==> src/rtl/hzd_pkg.sv <==
package hzd_pkg;

  typedef struct packed {
    logic pc_we;
    logic pc_redirect;
    logic ifid_we;
    logic idex_bubble;
    logic ifid_flush;
    logic idex_flush;
    logic exmem_flush;
  } hzd_ctl_t;

endpackage

==> src/rtl/hzd_src_match.sv <==
module hzd_src_match #(
  parameter int REG_W    = 5,
  parameter int NUM_SRC  = 2,
  parameter bit ZERO_REG = 1'b1
) (
  input  logic                     id_valid,
  input  logic [NUM_SRC*REG_W-1:0] src_idx,
  input  logic [NUM_SRC-1:0]       src_used,
  input  logic                     ex_valid,
  input  logic                     ex_mem_read,
  input  logic [REG_W-1:0]         ex_dst,
  output logic                     load_use
);

  logic [NUM_SRC-1:0] hit;
  logic               dst_live;

  // One comparator per source; unused sources are masked out.
  for (genvar k = 0; k < NUM_SRC; k++) begin : g_cmp
    assign hit[k] = src_used[k] && (src_idx[k*REG_W +: REG_W] == ex_dst);
  end

  // A hardwired zero register never carries a real load result.
  if (ZERO_REG) begin : g_zero
    assign dst_live = (ex_dst != '0);
  end else begin : g_nozero
    assign dst_live = 1'b1;
  end

  assign load_use = id_valid && ex_valid && ex_mem_read && dst_live && (|hit);

endmodule

==> src/rtl/hzd_arbiter.sv <==
module hzd_arbiter
  import hzd_pkg::*;
(
  input  logic     load_use,
  input  logic     br_resolved,
  input  logic     br_taken,
  output hzd_ctl_t ctl
);

  logic redirect;
  logic stall;

  assign redirect = br_resolved && br_taken;
  // Flush outranks stall: the stalled consumer is on the wrong path anyway.
  assign stall    = load_use && !redirect;

  always_comb begin
    ctl             = '0;
    ctl.pc_we       = !stall;
    ctl.ifid_we     = !stall;
    ctl.idex_bubble = stall;
    ctl.pc_redirect = redirect;
    ctl.ifid_flush  = redirect;
    ctl.idex_flush  = redirect;
    ctl.exmem_flush = redirect;
  end

endmodule

==> src/rtl/hzd_ctrl.sv <==
module hzd_ctrl
  import hzd_pkg::*;
#(
  parameter int REG_W    = 5,
  parameter int NUM_SRC  = 2,
  parameter bit ZERO_REG = 1'b1,
  localparam int SRC_W   = NUM_SRC * REG_W
) (
  input  logic               clk,
  input  logic               rst,
  input  logic               id_valid,
  input  logic [SRC_W-1:0]   id_src_idx,
  input  logic [NUM_SRC-1:0] id_src_used,
  input  logic               ex_valid,
  input  logic               ex_mem_read,
  input  logic [REG_W-1:0]   ex_dst,
  input  logic               mem_br_resolved,
  input  logic               mem_br_taken,
  output logic               pc_we,
  output logic               pc_redirect,
  output logic               ifid_we,
  output logic               idex_bubble,
  output logic               ifid_flush,
  output logic               idex_flush,
  output logic               exmem_flush
);

  logic     load_use;
  hzd_ctl_t ctl;

  hzd_src_match #(
    .REG_W   (REG_W),
    .NUM_SRC (NUM_SRC),
    .ZERO_REG(ZERO_REG)
  ) u_match (
    .id_valid   (id_valid),
    .src_idx    (id_src_idx),
    .src_used   (id_src_used),
    .ex_valid   (ex_valid),
    .ex_mem_read(ex_mem_read),
    .ex_dst     (ex_dst),
    .load_use   (load_use)
  );

  hzd_arbiter u_arb (
    .load_use   (load_use),
    .br_resolved(mem_br_resolved),
    .br_taken   (mem_br_taken),
    .ctl        (ctl)
  );

  assign pc_we       = ctl.pc_we;
  assign pc_redirect = ctl.pc_redirect;
  assign ifid_we     = ctl.ifid_we;
  assign idex_bubble = ctl.idex_bubble;
  assign ifid_flush  = ctl.ifid_flush;
  assign idex_flush  = ctl.idex_flush;
  assign exmem_flush = ctl.exmem_flush;

  assert_stall_freezes_R2: assert property (@(posedge clk) disable iff (rst)
    idex_bubble |-> (!pc_we && !ifid_we));

  assert_stall_needs_load_R2: assert property (@(posedge clk) disable iff (rst)
    idex_bubble |-> (ex_valid && ex_mem_read && id_valid));

  assert_zero_dst_no_stall_R4: assert property (@(posedge clk) disable iff (rst)
    (ZERO_REG && ex_dst == '0) |-> !idex_bubble);

  assert_taken_flushes_R5: assert property (@(posedge clk) disable iff (rst)
    (mem_br_resolved && mem_br_taken) |->
      (pc_redirect && pc_we && ifid_flush && idex_flush && exmem_flush));

  assert_flush_beats_stall_R6: assert property (@(posedge clk) disable iff (rst)
    pc_redirect |-> !idex_bubble);

  assert_not_taken_quiet_R7: assert property (@(posedge clk) disable iff (rst)
    !mem_br_taken |-> !(pc_redirect || ifid_flush || idex_flush || exmem_flush));

endmodule

==> config.mk <==
export PLATFORM = sky130hd
export DESIGN_NAME = hzd_ctrl
export DESIGN_NICKNAME = d
export VERILOG_FILES = /design/src/rtl/hzd_pkg.sv /design/src/rtl/hzd_src_match.sv /design/src/rtl/hzd_arbiter.sv /design/src/rtl/hzd_ctrl.sv
export SDC_FILE = /design/constraint.sdc
export NUM_CORES = 1
export LEC_CHECK = 0
export BUFFER_PORTS_ARGS = -buffer_cell sky130_fd_sc_hd__buf_2
export CAP_MARGIN = 10
export CORE_AREA = 2 2 39 41
export DETAILED_ROUTE_END_ITERATION = 12
export DIE_AREA = 0 0 41 43
export GPL_ROUTABILITY_DRIVEN = 0
export SLEW_MARGIN = 15
export SYNTH_ARGS = -nofsm -noshare
export SYNTH_HDL_FRONTEND = slang
export SYNTH_SLANG_ARGS = --single-unit
==> constraint.sdc <==
create_clock -name vclk -period 1.2
set_input_delay 0.06 -clock vclk [all_inputs]
set_output_delay 0.06 -clock vclk [all_outputs]
set_load 0.02 [all_outputs]
==> run_results.csv <==
group,metric,value,unit
run_status,status,"complete, no violations",
global_routing,grt_max_degree,6,
critical_path,critical_path_class,"input port to output port",
floorplanning,die-area,0.001763,mm^2
finish,fin_nets,76,
floorplanning,start_util,0.1329,
power,seqPwrFrac,0,
finish,flops_and_latches,0,
placed_design,io_buffers,29,
power,ir_drop,0.09500,mV
detailed_routing,viasPerCell,4.061,
power,p_int,0.06259,mW
critical_path,worstSetupEndpointType,"output port",
placed_design,dp_cells,66,
finish,final-instance-count-excl-fill,66,
yosys,synth.distinct_cells,12,
power,power.static_leakage,0.1991,nW
finish,n_clock_buffer,0,
power,p_per_area,287.8,mW/mm^2
sta,whs,0.5477,ns
placed_design,hpwl,531.5,um
critical_path,worstPathArrival,1.10,ns
detailed_routing,wl_per_cell,8.879,um
job,maxCapViolations,0,
detailed_routing,vias,268,
floorplanning,fp.dieH,43,um
power,swShare,0.4636,
sta,max_clock_freq,0.8612,GHz
sta,finalSetupTns,0,ns
detailed_routing,drtAntennaViolNets,0,
sta,tightest_slew,0.2139,ns
critical_path,startpoint_type,"input port",
floorplanning,core,0.001384,mm^2
detailed_routing,drc_errors,0,
global_routing,top_usage_layer,"met2",
global_routing,grtUsageTotal,0.06394,
finish,drive_gt1_frac,0.7400,
sta,setup_viol,0,
power,switchingPower,0.05409,mW
sta,min_period_over_period,0.9677,
floorplanning,dieWidth,41,um
finish,diodes,0,
hold_path,min_path_type,"input port to output port",
yosys,yosys_warnings,0,
sta,slew_headroom,0.8562,
floorplanning,io_pins,31,
power,power_frac_clock,0,
yosys,syn_inst,25,
detailed_routing,drtPass1Iterations,2,
clock_tree,postCtsSetupBuffers,0,
power,combPwrFrac,1.000,
detailed_routing,drt-total-wl,586,um
floorplanning,placementRows,14,
detailed_routing,first_iter_violations,1,
yosys,syn_nets,49,
global_routing,met1_usage,0.07595,
sta,slew_viol_final,0,
sta,rsz0062_at_grt,"yes",
finish,utilization,0.2929,
global_routing,gr-usage-met2,0.1250,
sta,min_period,1.161,ns
yosys,synth-seq-area-share,0,
yosys,syn_avg_cell_area,7.357,um^2
critical_path,cp_max_fo,3,
global_routing,grt_pass1_wl,834,um
yosys,syn_area,183.9,um^2
global_routing,antenna_found_initial,0,
global_routing,grt_pass1_vias,232,
finish,seq_area,0,um^2
finish,syn_to_final_growth,120.4,%
finish,nFillCells,150,
clock_tree,postCtsHoldBufs,0,
global_routing,overflow,0,
sta,finalHoldViolations,0,
global_routing,grtUsageMet3,0,
critical_path,cp.required,1.14,ns
path summary, 6_finish.rpt:
| kind | startpoint | endpoint | slack [ns] | cells past startpoint |
|---|---|---|---|---|
| setup / recovery | ex_dst[4] | idex_bubble | 0.04 | 6 |
| hold / removal | mem_br_taken | idex_flush | 0.55 | 3 |
per-stage QoR:
step	area [um^2]	setup slack, ns	total power [mW]
floorplan	187.7	0.09150	0.04892
global placement	322.8	-0.05268	0.09413
detailed placement	322.8	-0.05688	0.09614
CTS	372.9	0.002684	0.1112
global route	405.4	-0.02314	0.1288
finish	405.4	0.03877	0.1167
cells by family after synthesis:
group / Yosys count / synth area share
buf+inv: 4 / 0.1633
xor+xnor: 10 / 0.4762
compound gates: 2 / 0.06802
simple gates: 9 / 0.2925
routing by layer:
metal / vias up / wire, um
met5: - / 0
met3: 0 / 88
met4: 0 / 0
met1: 113 / 207
met2: 23 / 290
li1: 132 / -
Yosys cell counts:
cell | instances | area share
and3_1 | 2 | 0.068
nor4_1 | 2 | 0.068
nand3_1 | 1 | 0.027
or4_1 | 1 | 0.041
xor2_1 | 8 | 0.38
buf_4 | 4 | 0.16
o21ai_0 | 1 | 0.027
nor2_1 | 1 | 0.020
and2_2 | 1 | 0.041
o21a_1 | 1 | 0.041
nor3_1 | 1 | 0.027
xnor2_1 | 2 | 0.095
power by group through the flow:
| stage | Clock [mW] | Sequential, mW | Combinational [mW] |
|---|---|---|---|
| floorplan | 0 | 0 | 0.0489 |
| global placement | 0 | 0 | 0.0941 |
| detailed placement | 0 | 0 | 0.0961 |
| CTS | 0 | 0 | 0.111 |
| global route | 0 | 0 | 0.129 |
| finish | 0 | 0 | 0.117 |
worst max-delay path, stage by stage:
cell and delay (ns):
buf_6 0.10, or4_4 0.54, nor2_4 0.12, nor3_4 0.05, o21a_1 0.11, buf_6 0.13
cell type report:
| cell class | instances | area [um^2] | share of cell area |
|---|---|---|---|
| multi-input combinational | 21 | 200.2 | 0.4938 |
| timing repair buffer | 29 | 185.2 | 0.4568 |
| tap | 16 | 20.02 | 0.04938 |
cell usage in the layout, fill, tap and decap left out, drive strengths merged:
cell type,synthesis,final
nor3,1,1
xor2,8,8
nor2,1,1
and3,2,2
and2,1,1
o21ai,1,1
nor4,2,2
buf,4,29
nand3,1,1
o21a,1,1
xnor2,2,2
or4,1,1
what timing repair did:
action                     in CTS  in global routing
resized for setup              13                  8
pin swaps                       8                  7
cloned                          0                  0
setup endpoints to repair       3                  3
(Power assumes the default switching activity.)
